### src/rtl/rstsup_pkg.sv
package rstsup_pkg;

  // Bit positions of the sources inside the synchroniser vector
  typedef enum int unsigned {
    SRC_SUPPLY = 0,
    SRC_BTN    = 1,
    SRC_PIN    = 2
  } src_idx_e;

  localparam int unsigned NUM_SRC = 3;

  // Convert a duration in ns to clock cycles, rounding up, never below one
  function automatic int unsigned ns_to_cycles(int unsigned khz, int unsigned ns);
    longint unsigned prod;
    longint unsigned cyc;
    prod = longint'(khz) * longint'(ns);
    cyc  = (prod + 64'd999_999) / 64'd1_000_000;
    if (cyc == 0) cyc = 1;
    return int'(cyc);
  endfunction

  // Convert a duration in ms to clock cycles, never below two
  function automatic int unsigned ms_to_cycles(int unsigned khz, int unsigned ms);
    longint unsigned cyc;
    cyc = longint'(khz) * longint'(ms);
    if (cyc < 2) cyc = 2;
    return int'(cyc);
  endfunction

  function automatic int unsigned cnt_width(int unsigned n);
    return (n > 1) ? $clog2(n) : 1;
  endfunction

endpackage

### src/rtl/rstsup_sync.sv
module rstsup_sync #(
  parameter int unsigned     W       = 3,
  parameter logic [W-1:0]    RST_VAL = '0
) (
  input  logic         clk,
  input  logic         arst_n,
  input  logic [W-1:0] async_i,
  output logic [W-1:0] sync_o
);

  for (genvar g = 0; g < W; g++) begin : g_bit
    logic meta_q;
    logic stab_q;
    always_ff @(posedge clk or negedge arst_n) begin
      if (!arst_n) begin
        meta_q <= RST_VAL[g];
        stab_q <= RST_VAL[g];
      end else begin
        meta_q <= async_i[g];
        stab_q <= meta_q;
      end
    end
    assign sync_o[g] = stab_q;
  end

endmodule

### src/rtl/rstsup_lowfilt.sv
module rstsup_lowfilt #(
  parameter int unsigned N       = 4,
  parameter logic        RST_VAL = 1'b1
) (
  input  logic clk,
  input  logic arst_n,
  input  logic in_i,
  output logic out_o
);
  import rstsup_pkg::*;

  localparam int unsigned   CW   = cnt_width(N);
  localparam logic [CW-1:0] LAST = CW'(N - 1);

  logic [CW-1:0] run_q;
  logic          out_q;

  // Output rises at once; it falls only after N consecutive low samples
  always_ff @(posedge clk or negedge arst_n) begin
    if (!arst_n) begin
      run_q <= '0;
      out_q <= RST_VAL;
    end else if (in_i) begin
      run_q <= '0;
      out_q <= 1'b1;
    end else if (run_q == LAST) begin
      out_q <= 1'b0;
    end else begin
      run_q <= run_q + 1'b1;
    end
  end

  assign out_o = out_q;

  AST_FILT_FULL_RUN: assert property (@(posedge clk) disable iff (!arst_n)
    $fell(out_q) |-> ($past(run_q) == LAST && !$past(in_i)));

  AST_FILT_RUN_BOUND: assert property (@(posedge clk) disable iff (!arst_n)
    run_q <= LAST);

endmodule

### src/rtl/rstsup_edge.sv
module rstsup_edge (
  input  logic clk,
  input  logic arst_n,
  input  logic lvl_i,
  input  logic mask_i,
  output logic fall_o
);

  logic prev_q;

  always_ff @(posedge clk or negedge arst_n) begin
    if (!arst_n) prev_q <= 1'b1;
    else         prev_q <= lvl_i;
  end

  // A falling edge is reported only while the block is not driving the pin
  assign fall_o = prev_q & ~lvl_i & ~mask_i;

endmodule

### src/rtl/rstsup_hold.sv
module rstsup_hold #(
  parameter int unsigned HOLD = 40
) (
  input  logic clk,
  input  logic arst_n,
  input  logic hold_i,
  input  logic kick_i,
  output logic busy_o
);
  import rstsup_pkg::*;

  localparam int unsigned   CW   = cnt_width(HOLD);
  localparam logic [CW-1:0] LAST = CW'(HOLD - 1);

  logic [CW-1:0] cnt_q;
  logic          busy_q;

  always_ff @(posedge clk or negedge arst_n) begin
    if (!arst_n) begin
      cnt_q  <= '0;
      busy_q <= 1'b1;
    end else if (hold_i || kick_i) begin
      cnt_q  <= '0;
      busy_q <= 1'b1;
    end else if (busy_q) begin
      if (cnt_q == LAST) begin
        busy_q <= 1'b0;
        cnt_q  <= '0;
      end else begin
        cnt_q <= cnt_q + 1'b1;
      end
    end
  end

  assign busy_o = busy_q;

  AST_NO_EARLY_RELEASE: assert property (@(posedge clk) disable iff (!arst_n)
    $fell(busy_q) |-> ($past(cnt_q) == LAST));

  AST_CAUSE_RESTARTS: assert property (@(posedge clk) disable iff (!arst_n)
    (hold_i || kick_i) |=> (busy_q && cnt_q == '0));

  AST_IDLE_COUNT_ZERO: assert property (@(posedge clk) disable iff (!arst_n)
    !busy_q |-> cnt_q == '0);

endmodule

### src/rtl/rstgen_supervisor.sv
module rstgen_supervisor #(
  parameter int unsigned CLK_KHZ    = 50_000,
  parameter int unsigned HOLD_MS    = 200,
  parameter int unsigned BTN_NS     = 100,
  parameter int unsigned SUP_NS     = 1_000
) (
  input  logic clk,
  input  logic arst_n,
  input  logic supply_ok_i,
  input  logic btn_n_i,
  input  logic rstpin_i,
  output logic rst_drive_o,
  output logic rst_n_o
);
  import rstsup_pkg::*;

  localparam int unsigned HOLD_CYC = ms_to_cycles(CLK_KHZ, HOLD_MS);
  localparam int unsigned BTN_CYC  = ns_to_cycles(CLK_KHZ, BTN_NS);
  localparam int unsigned SUP_CYC  = ns_to_cycles(CLK_KHZ, SUP_NS);

  // Supply starts bad; button and pin start released
  localparam logic [NUM_SRC-1:0] SYNC_RST =
    (NUM_SRC'(1) << SRC_BTN) | (NUM_SRC'(1) << SRC_PIN);

  logic [NUM_SRC-1:0] raw_in;
  logic [NUM_SRC-1:0] syn;
  logic               sup_ok_f;
  logic               btn_n_f;
  logic               pin_fall;
  logic               level_cause;
  logic               busy;

  assign raw_in[SRC_SUPPLY] = supply_ok_i;
  assign raw_in[SRC_BTN]    = btn_n_i;
  assign raw_in[SRC_PIN]    = rstpin_i;

  rstsup_sync #(
    .W       (NUM_SRC),
    .RST_VAL (SYNC_RST)
  ) u_sync (
    .clk     (clk),
    .arst_n  (arst_n),
    .async_i (raw_in),
    .sync_o  (syn)
  );

  rstsup_lowfilt #(
    .N       (SUP_CYC),
    .RST_VAL (1'b0)
  ) u_sup_filt (
    .clk    (clk),
    .arst_n (arst_n),
    .in_i   (syn[SRC_SUPPLY]),
    .out_o  (sup_ok_f)
  );

  rstsup_lowfilt #(
    .N       (BTN_CYC),
    .RST_VAL (1'b1)
  ) u_btn_filt (
    .clk    (clk),
    .arst_n (arst_n),
    .in_i   (syn[SRC_BTN]),
    .out_o  (btn_n_f)
  );

  rstsup_edge u_pin_edge (
    .clk    (clk),
    .arst_n (arst_n),
    .lvl_i  (syn[SRC_PIN]),
    .mask_i (busy),
    .fall_o (pin_fall)
  );

  assign level_cause = ~sup_ok_f | ~btn_n_f;

  rstsup_hold #(
    .HOLD (HOLD_CYC)
  ) u_hold (
    .clk    (clk),
    .arst_n (arst_n),
    .hold_i (level_cause),
    .kick_i (pin_fall),
    .busy_o (busy)
  );

  assign rst_drive_o = busy;
  assign rst_n_o     = ~busy;

  AST_SUPPLY_LOSS_ASSERTS: assert property (@(posedge clk) disable iff (!arst_n)
    !sup_ok_f |=> rst_drive_o);

  AST_BUTTON_HOLDS: assert property (@(posedge clk) disable iff (!arst_n)
    !btn_n_f |=> rst_drive_o);

  AST_PIN_EDGE_STARTS: assert property (@(posedge clk) disable iff (!arst_n)
    pin_fall |=> rst_drive_o);

  AST_OWN_DRIVE_MASKED: assert property (@(posedge clk) disable iff (!arst_n)
    (rst_drive_o && !level_cause) |=> !($past(pin_fall)));

  AST_OUT_PAIR: assert property (@(posedge clk) disable iff (!arst_n)
    rst_n_o != rst_drive_o);

endmodule

### config.mk
export PLATFORM = sky130hd
export DESIGN_NAME = rstgen_supervisor
export DESIGN_NICKNAME = d
export VERILOG_FILES = /design/src/rtl/rstsup_pkg.sv /design/src/rtl/rstsup_sync.sv /design/src/rtl/rstsup_lowfilt.sv /design/src/rtl/rstsup_edge.sv /design/src/rtl/rstsup_hold.sv /design/src/rtl/rstgen_supervisor.sv
export SDC_FILE = /design/constraint.sdc
export NUM_CORES = 1
export LEC_CHECK = 0
export BUFFER_PORTS_ARGS = -buffer_cell sky130_fd_sc_hd__buf_2
export CAP_MARGIN = 5
export CELL_PAD_IN_SITES_DETAIL_PLACEMENT = 1
export CELL_PAD_IN_SITES_GLOBAL_PLACEMENT = 2
export CORE_ASPECT_RATIO = 2
export CORE_UTILIZATION = 45
export CTS_BUF_LIST = sky130_fd_sc_hd__clkbuf_8
export DETAILED_ROUTE_END_ITERATION = 6
export PLACE_DENSITY = 0.95
export SLEW_MARGIN = 20
export SYNTH_ARGS = -nofsm -noshare
export SYNTH_HDL_FRONTEND = slang
export SYNTH_SLANG_ARGS = --single-unit
### constraint.sdc
create_clock -name clk -period 5.4 [get_ports clk]
set_input_delay 0.54 -clock clk [delete_from_list [all_inputs] [get_ports clk]]
set_output_delay 0.54 -clock clk [all_outputs]
set_load 0.02 [all_outputs]
# Word-level counts from Yosys, hierarchy flattened
# Index checks and enable logic that the tools add are counted.
# totals
latchBits,0
mem_bits_rw,0
output_inout_bits,2
romBits,0
register_bits,43
mem_count,0
# classes
n_eq_ne,5
muxes,14
multipliers,0
reduce_logical,4
div,0
n_shift,0
addsub,3
bitwise,7
n_lt_le_gt_ge,0
# op_table
operator,n
2-to-1 mux 24 bit,3
"adder 24 x 1 -> 24 bit, second input constant",1
"equality test 24 bit, second input constant",1
2-to-1 mux 6 bit,2
2-to-1 mux 1 bit,7
"adder 6 x 1 -> 6 bit, second input constant",1
"equality test 6 bit, second input constant",1
2-to-1 mux 3 bit,2
nonzero test 2 bit,3
"inequality test 2 bit, second input constant",2
inverter 1 bit,4
"adder 3 x 1 -> 3 bit, second input constant",1
"equality test 3 bit, second input constant",1
bitwise AND 1 bit,2
logical OR 1 bit,1
bitwise OR 1 bit,1

# Logic depth before layout (Yosys ltp)
# Gate-level depths: netlist (run 1).
# depth
depth_word,5
ltp_mapped,7

# Modules after synthesis
# Synthesis (run 1) repeated with hierarchy kept, for this count alone.
# hier_totals
cells_unflattened,238
hier_area_um2,2311.0
# by_module_without_submodules
module,area_each_um2,n_inst,seq_area_each_um2,cells_per_inst
rstsup_hold,1522.7,1,626.9,172
rstsup_lowfilt (u_sup_filt),357.8,1,175.2,34
rstsup_lowfilt (u_btn_filt),206.4,1,101.3,19
rstsup_sync,177.7,1,155.1,9
rstsup_edge,38.8,1,26.3,2
rstgen_supervisor,7.5,1,0.0,2

# Least setup slack after synthesis (run 1)
# Ideal clock, no wire load.
# synth_timing
path_kind,reg-to-reg
startpoint,register u_hold.cnt_q[0]
endpoint,register u_hold.cnt_q[10]
arrival_time_ns,1.922
period_less_slack_ns,2.044
setup_ns,0.122
t_required_ns,5.278
path_stages_with_launch,8
setup_slack_ns,3.356
cell_sequence,dfrtp_1 -> ha_1 -> nand4_1 -> nor4_4 -> and4_4 -> buf_6 -> o21ai_1 -> a32o_1
# synth_via
elab_chain_cells,4
elab_cells_between_ends,5
# synth_lines
element,line,rtl
"start, declared",rstsup_hold.sv:15,logic [CW-1:0] cnt_q;
"start signal, assigned",rstsup_hold.sv:30,cnt_q <= cnt_q + 1'b1;
adder 24 x 1 -> 24 bit or equality test 24 bit (tied branches),"rstsup_hold.sv:30, rstsup_hold.sv:26",
2-to-1 mux 24 bit *,rstsup_hold.sv:26,if (cnt_q == LAST) begin
2-to-1 mux 24 bit *,rstsup_hold.sv:25,end else if (busy_q) begin
2-to-1 mux 24 bit *,rstsup_hold.sv:22,end else if (hold_i || kick_i) begin
# Mark *: on every way between the ends. The rest lies on a longest branch, timed or not. The select of a mux whose other input is x is not followed.
# A chain may end at the register's enable or synchronous reset.

# Final worst setup path (run 1)
# layout_timing
startpoint,register u_hold.cnt_q[0]
endpoint,register u_hold.cnt_q[18]
# The elaborated chain is that of the path after synthesis.

==> run_results.csv, run 1 <==
group,metric,value,unit
timing,slew_viol_final,0,
grt,grt_pass1_wl,9.26,mm
timing,skew,0.00671,ns
detailed_routing,first_pass_iters,4,
pwr,leakagePower,1.03,nW
clock_tree,cts_buffer_depth,2,
worst_setup_path,r2r_end,"u_hold.cnt_q[18]$_DFFE_PN0P_",
clock_tree,cts_htree_levels,2,
clock_tree,post_cts_buffers,0,
timing,slew_headroom,36.3,%
worst_setup_path,worst_path_largest_cell_delay,0.48,ns
worst_setup_path,worstSetupStartpointType,"flip-flop",
logic_synthesis,postSynthNetCount,229,
grt,grt_usage,24.3,%
pwr,irDropWorstVdd,0.214,mV
clock_tree,tritoncts,"done",
min_path,hold_end,"u_sync.g_bit[2].meta_q$_DFF_PN1_",
logic_synthesis,synth_seq_cells,43,
logic_synthesis,synth-seq-area-share,49.6,%
grt,overflow,0,
logic_synthesis,async_flop_share,100,%
worst_setup_path,slowest_stage,"nor4_4",
die,core_area,4640,µm²
timing,worst_pin_slew,0.955,ns
pwr,p_clk_share,37.3,%
logic_synthesis,netlist_instances,219,
clock_tree,cts.sinks,43,
clock_tree,clkLatencyLatePin,0.29,ns
worst_setup_path,critPathRequiredTime,5.58,ns
grt,grt_antenna_before_repair,0,
pwr,switching_power,0.206,mW
logic_synthesis,synth-edff-count,0,
timing,final_hold_viol_count,0,
logic_synthesis,syn_avg_cell_area,9.99,µm²
die,die_h,101,µm
logic_synthesis,yosysUniqueCellTypes,44,
placed_design,place_hpwl,3.97,mm
worst_setup_path,cp_max_fo,15,
die,fp.dieW,51.3,µm
timing,fmax,423,MHz
die,initial_core_util,47.1,%
timing,min_period,2.37,ns
detailed_routing,wl_per_cell,19.7,µm
clock_tree,root_buffer,"clkbuf_8",
grt,grt_max_degree,44,
detailed_routing,drc_errors,0,
placed_design,gp_congestion,0.855,
cells_and_area,area.growth.synth_to_final,8.92,%
clock_tree,clk_pin_slew_worst_paths,0.08,ns
cells_and_area,fin_util,51.3,%
die,io_pins,7,
min_path,hold_path.class,"in -> reg",
pwr,pwr-share-seq,50.6,%
worst_setup_path,reg2reg_from,"u_hold.cnt_q[0]$_DFFE_PN0P_",
cells_and_area,antenna_cells,0,
grt,grt_pass1_vias,1896,
outcome,status,"completed",
worst_setup_path,crit_chain,"ha_1 > nand4_1 > nor4_4 > and4_4 > o21ai_1 > a32o_1",
pwr,combPwrFrac,12.1,%
timing,fin_crit_sh,43.8,%
clock_tree,cts_buffers,5,
detailed_routing,wirelength,5.51,mm
logic_synthesis,synth_warnings,0,
cells_and_area,drive_above_1_share,11.1,%
die,rows,35,
placed_design,dpl_worst_slack,3.08,ns
logic_synthesis,ys.flop_type,"dfrtp_1",
pwr,power_density,330,nW/µm²
detailed_routing,vias,1750,
min_path,min_from,"rstpin_i",
timing,rsz0062_at_grt,"false",
placed_design,port_buffers,6,
detailed_routing,antenna_left,0,
flow_run,cap_violations,0,
pwr,intPower,0.581,mW
worst_setup_path,end_kind,"flip-flop",
worst_setup_path,reg2reg_depth,6,
timing,setup_violations,0,
worst_setup_path,rrSetupSlack,3.03,ns
worst_setup_path,cp.arrival,2.55,ns
timing,tns,0,ns
min_path,min_path_cells,1,
clock_tree,ctsHoldBuffers,0,
clock_tree,cts_resized,0,
timing,fin_ws,3.03,ns
cells_and_area,final_nets,234,
detailed_routing,via_per_inst,6.25,
die,die_area,5160,µm²
logic_synthesis,syn_area,2190,µm²
detailed_routing,drt_iter0_drc,53,
pwr,switching_share,26.2,%
worst_setup_path,crit_type,"reg -> reg",
## cell type report
type / count / area, µm²
inverters: 6 / 22.5
repair buffers: 7 / 37.5
clock buffers: 5 / 68.8
clock inverters: 3 / 63.8
well taps: 55 / 68.8
multi-input cells: 161 / 1040
flip-flops and latches: 43 / 1080
fillers: 553 / 2260
## kinds of logic (layout without fill, tap and decap cells)
family          after synthesis  after routing  synth area share (%)
fa+ha+maj                     5              5                  2.86
xor+xnor                     10             10                  4.00
buf+inv                      15             21                  3.03
flops                        43             43                  49.6
compound gates               44             44                  13.5
simple gates                102            102                  27.0
## worst max-delay path by stage
stage	cells past startpoint	to	startpoint	slack, ns
after floorplan	7	u_hold.cnt_q[10]$_DFFE_PN0P_	u_hold.cnt_q[0]$_DFFE_PN0P_	3.36
after global placement	6	u_hold.cnt_q[18]$_DFFE_PN0P_	u_hold.cnt_q[0]$_DFFE_PN0P_	3.14
after detailed placement	6	u_hold.cnt_q[3]$_DFFE_PN0P_	u_hold.cnt_q[0]$_DFFE_PN0P_	3.08
after CTS	6	u_hold.cnt_q[22]$_DFFE_PN0P_	u_hold.cnt_q[0]$_DFFE_PN0P_	3.05
after global routing	6	u_hold.cnt_q[11]$_DFFE_PN0P_	u_hold.cnt_q[0]$_DFFE_PN0P_	2.88
final	6	u_hold.cnt_q[18]$_DFFE_PN0P_	u_hold.cnt_q[0]$_DFFE_PN0P_	3.03
## through the flow
step                power [mW]  std cells  instance area, µm²  hold WS, ns
floorplan                0.463        219                2190        0.244
global placement         0.490        272                2250        0.332
global route             0.827        280                2380        0.332
CTS                      0.795        280                2380        0.335
finish                   0.786        280                2380        0.336
detailed placement       0.500        272                2250        0.351
## cells in the final DEF, fill, tap and decap left out, drive strengths merged, types with 2 or more instances in the layout
master	count
buf	7
or4	3
nor2	20
nand3	11
or3	4
and3	13
a32o	6
inv	7
nor3b	6
dfrtp	36
nand4	6
dfstp	7
clkbuf	5
and4	3
xnor2	5
a21oi	10
nor4	4
a31o	5
nor3	7
bufinv	2
nor4b	5
ha	5
o21ai	13
a21o	3
nand2	15
xor2	5
## registers in the layout, summed over array words and instances, names as in the netlist
signal / flops
u_sync.g_bit.meta_q: 3
u_pin_edge.prev_q: 1
u_btn_filt.out_o: 1
u_sup_filt.run_q: 6
u_sync.g_bit.stab_q: 3
u_btn_filt.run_q: 3
u_hold.cnt_q: 24
u_hold.busy_o: 1
u_sup_filt.out_o: 1
## critical path: cells and delay by family, from the launching register on
| family | cells | cell delay [ns] |
|---|---|---|
| flops | 1 | 0.42 |
| fa+ha+maj | 1 | 0.21 |
| simple gates | 3 | 1.24 |
| compound gates | 2 | 0.38 |
## Yosys cell counts (all sizes together) (5+ instances only)
library cell | instances | share of area, %
nor3b | 6 | 2.1
a21oi | 10 | 2.3
and3 | 13 | 3.8
o21ai | 13 | 3.0
a31o | 5 | 2.0
nand4 | 6 | 2.0
inv | 6 | 1.0
xnor2 | 5 | 2.0
dfrtp | 36 | 41
xor2 | 5 | 2.0
dfstp | 7 | 8.4
nor2 | 20 | 3.4
a32o | 6 | 2.7
nor4b | 5 | 2.0
ha | 5 | 2.9
nor3 | 7 | 1.6
clkbuf | 5 | 0.86
nand3 | 11 | 2.5
nand2 | 15 | 2.6
## per-layer routing
layer,vias up,part of all wire [%],GRT usage [%]
li1,814,-,-
met4,0,3.7,10.4
met2,29,57,47.4
met3,15,2.2,3.62
met5,-,0,0
met1,892,37,24.2
## power by group through the flow
stage / registers (mW) / logic (mW) / clock network [mW]
2_1_floorplan: 0.391 / 0.0718 / 0
3_3_place_gp: 0.400 / 0.0904 / 0
3_5_place_dp: 0.403 / 0.0972 / 0
4_1_cts: 0.397 / 0.0972 / 0.301
5_1_grt: 0.404 / 0.112 / 0.312
6_report: 0.398 / 0.0953 / 0.293
No activity file was read; power rests on OpenSTA's default activity.
==> inputs of run 2 (changes only) <==
--- a/config.mk
+++ b/config.mk
@@ -5,15 +5,16 @@
 export SDC_FILE = /design/constraint.sdc
 export NUM_CORES = 1
 export LEC_CHECK = 0
+export ABC_AREA = 1
 export BUFFER_PORTS_ARGS = -buffer_cell sky130_fd_sc_hd__buf_2
 export CAP_MARGIN = 5
 export CELL_PAD_IN_SITES_DETAIL_PLACEMENT = 1
 export CELL_PAD_IN_SITES_GLOBAL_PLACEMENT = 2
 export CORE_ASPECT_RATIO = 2
-export CORE_UTILIZATION = 45
+export CORE_UTILIZATION = 38
 export CTS_BUF_LIST = sky130_fd_sc_hd__clkbuf_8
 export DETAILED_ROUTE_END_ITERATION = 6
-export PLACE_DENSITY = 0.95
+export PLACE_DENSITY = 0.91
 export SLEW_MARGIN = 20
 export SYNTH_ARGS = -nofsm -noshare
 export SYNTH_HDL_FRONTEND = slang
==> constraint.sdc (replaced) <==
create_clock -name clk -period 2.3 [get_ports clk]
set_input_delay 0.23 -clock clk [delete_from_list [all_inputs] [get_ports clk]]
set_output_delay 0.23 -clock clk [all_outputs]
set_load 0.02 [all_outputs]
==> run 2 against run 1 <==
Compared with the run above: worst hold slack got worse by 0.32 ns; first-iteration DRC count shrank 51%; final cell count up 38%; global-route usage down 3.2 points; setup slack got worse by 2.7 ns; synthesized cell count increased by 41%.
==> run_results.csv, run 2 <==
group,metric,value,unit
die,rows,40,
cells_and_area,layout_common_cells,"nand2_1 (100), inv_1 (37), dfrtp_1 (36), nor2_1 (34), o21ai_0 (21)",
cells_and_area,largest_reg_flops,24,
pwr,combPwrFrac,17.4,%
pwr,switching_power,0.588,mW
placed_design,gp_congestion,0.777,
logic_synthesis,yosysUniqueCellTypes,27,
logic_synthesis,synth-seq-area-share,45.5,%
logic_synthesis,synth_seq_cells,43,
pwr,pwr-share-seq,47.7,%
timing,final_hold_viol_count,0,
die,die_area,6620,µm²
cells_and_area,largestRegisters,"u_hold.cnt_q: 24 flops, u_sup_filt.run_q: 6 flops",
logic_synthesis,synth-edff-count,0,
placed_design,post-place-cells,378,
detailed_routing,via_per_inst,5.11,
detailed_routing,antenna_left,0,
cells_and_area,final_nets,333,
cells_and_area,final_common_cell,"nand2_1",
logic_synthesis,synth.most_common_cell,"nand2_1",
die,io_pins,7,
clock_tree,cts_buffers,5,
clock_tree,cts_resized,0,
detailed_routing,first_pass_iters,4,
timing,tns,0,ns
clock_tree,tritoncts,"done",
pwr,p_clk_share,34.9,%
grt,grt_pass1_wl,10.2,mm
pwr,power_density,758,nW/µm²
cells_and_area,antenna_cells,0,
worst_setup_path,worst_path_largest_cell_delay,0.42,ns
worst_setup_path,slowest_stage,"dfrtp_1",
logic_synthesis,syn_avg_cell_area,7.72,µm²
cells_and_area,drive_above_1_share,13.0,%
pwr,leakagePower,1.18,nW
die,die_h,114,µm
grt,grt_max_degree,30,
timing,worst_pin_slew,0.507,ns
die,core_area,6010,µm²
cells_and_area,fill_cells,767,
grt,overflow,0,
worst_setup_path,crit_chain,"ha_1 > nand3_1 > nor2_1 > nand3_1 > nand3_2 > o21ai_0",
worst_setup_path,cp_top_family,"simple AND/OR/NAND/NOR gates",
worst_setup_path,cp_num_buf_inv,0,
logic_synthesis,syn_area,2380,µm²
die,fp.dieW,58.0,µm
die,initial_core_util,39.7,%
clock_tree,root_buffer,"clkbuf_8",
logic_synthesis,synth_area_leader_cell,"dfrtp_1",
detailed_routing,wirelength,6.12,mm
clock_tree,cts.sinks,43,
grt,grt_pass1_vias,2132,
worst_setup_path,worstSetupStartpointType,"flip-flop",
logic_synthesis,synthTopCellsByArea,"dfrtp_1 (38%), nand2_1 (16%), dfstp_2 (7.7%)",
cells_and_area,fin_util,43.9,%
grt,grt_usage,21.1,%
clock_tree,clk_pin_slew_worst_paths,0.08,ns
cells_and_area,area.growth.synth_to_final,10.5,%
logic_synthesis,synth_top_cell_area_share,37.8,%
worst_setup_path,cp.arrival,2.12,ns
worst_setup_path,crit_type,"reg -> reg",
placed_design,port_buffers,6,
logic_synthesis,synth_warnings,0,
detailed_routing,drc_errors,0,
pwr,irDropWorstVdd,0.306,mV
logic_synthesis,async_flop_share,100,%
cells_and_area,top_register,"u_hold.cnt_q",
worst_setup_path,end_kind,"flip-flop",
timing,fin_crit_sh,83.4,%
placed_design,place_hpwl,4.95,mm
timing,skew,0.00436,ns
timing,fmax,521,MHz
worst_setup_path,cp_max_fo,20,
grt,grt_antenna_before_repair,0,
clock_tree,clkLatencyLatePin,0.31,ns
worst_setup_path,critPathRequiredTime,2.50,ns
timing,setup_violations,0,
placed_design,place_area,2490,µm²
logic_synthesis,netlist_instances,309,
timing,slew_headroom,66.2,%
cells_and_area,final_area,2640,µm²
cells_and_area,regArea,1080,µm²
cells_and_area,multi_input_area,1130,µm²
detailed_routing,vias,1979,
timing,rsz0062_at_grt,"false",
logic_synthesis,postSynthNetCount,319,
outcome,status,"completed",
pwr,intPower,1.41,mW
pwr,switching_share,29.4,%
clock_tree,cts_buffer_depth,2,
timing,slew_viol_final,0,
worst_setup_path,path_common_cell,"nand3_1",
cells_and_area,finalNonFillerCells,387,
timing,min_period,1.92,ns
logic_synthesis,synth_common_cells,"nand2_1 (100), dfrtp_1 (36), inv_1 (36)",
logic_synthesis,ys.flop_type,"dfrtp_1",
flow_run,cap_violations,0,
detailed_routing,drt_iter0_drc,26,
min_path,hold_path.class,"in -> reg",
clock_tree,cts_htree_levels,2,
detailed_routing,wl_per_cell,15.8,µm
run 2: changes by cell type in the layout (fill, tap and decap cells not counted), sizes merged, moves of 6 or more:
cell,delta
o21ai,+15
nand2,+88
inv,+32
a32o,-6
and3,-13
nor2,+21
nor3b,-6
a21oi,-8
nand3,+8
run 2: routing by layer:
metal  track usage, %  routed length (µm)  up-vias
met1             19.3                2080      975
met2             43.1                3820        9
met5                0                   0        -
li1                 -                   -      985
met4             8.73                 153        0
met3             3.06                  74       10
run 2: logic make-up (layout without fill, tap and decap cells):
logic type               count (synthesis)  in the layout  share of synthesized area, %
AO/OA/AOI/OAI                           32             32                          7.98
buffers and inverters                   42             57                          7.29
XOR/XNOR                                14             14                          5.14
flip-flops                              43             43                          45.5
adder cells (fa/ha/maj)                  5              5                          2.62
AND/OR/NAND/NOR                        173            173                          31.5
run 2: worst paths after layout:
path	start	endpoint	slack (ns)	cells past startpoint
setup / recovery	u_hold.cnt_q[0]$_DFFE_PN0P_	u_hold.cnt_q[12]$_DFFE_PN0P_	0.38	6
hold / removal	rstpin_i	u_sync.g_bit[2].meta_q$_DFF_PN1_	0.02	1
setup reg to reg	u_hold.cnt_q[0]$_DFFE_PN0P_	u_hold.cnt_q[12]$_DFFE_PN0P_	0.38	6
hold reg to reg	u_sync.g_bit[2].meta_q$_DFF_PN1_	u_sync.g_bit[2].stab_q$_DFF_PN1_	0.36	0
max in group asynchronous	arst_n	u_sync.g_bit[2].meta_q$_DFF_PN1_	1.20	3
min in group asynchronous	arst_n	u_hold.cnt_q[4]$_DFFE_PN0P_	0.36	2
run 2: power by group through the flow:
| stage | Clock [mW] | Combinational [mW] | Sequential (mW) |
|---|---|---|---|
| after floorplan | 0 | 0.269 | 0.944 |
| after global placement | 0 | 0.327 | 0.963 |
| after detailed placement | 0 | 0.355 | 0.970 |
| after CTS | 0.712 | 0.358 | 0.955 |
| after global routing | 0.738 | 0.405 | 0.968 |
| final | 0.697 | 0.348 | 0.953 |
run 2: cell type report:
class	instances	share of cell area, %
Sequential cell	43	41.2
Timing Repair Buffer	11	2.66
Clock inverter	3	2.42
Tap cell	63	2.99
Inverter	38	5.41
Clock buffer	5	2.61
Multi-Input combinational cell	224	42.7
run 2: metrics by stage:
stage | setup WS (ns) | power, mW | hold WS (ns)
finish | 0.382 | 2.00 | 0.0167
global route | 0.215 | 2.11 | 0.00583
CTS | 0.367 | 2.03 | 0.0109
detailed placement | 0.365 | 1.33 | 0.160
global placement | 0.494 | 1.29 | 0.153
floorplan | 0.793 | 1.21 | -0.0656
run 2: timing repair:
item,CTS,global route
hold buffers,1,0
hold endpoints to repair,13,0
setup endpoints to repair,0,0
setup buffers,0,0
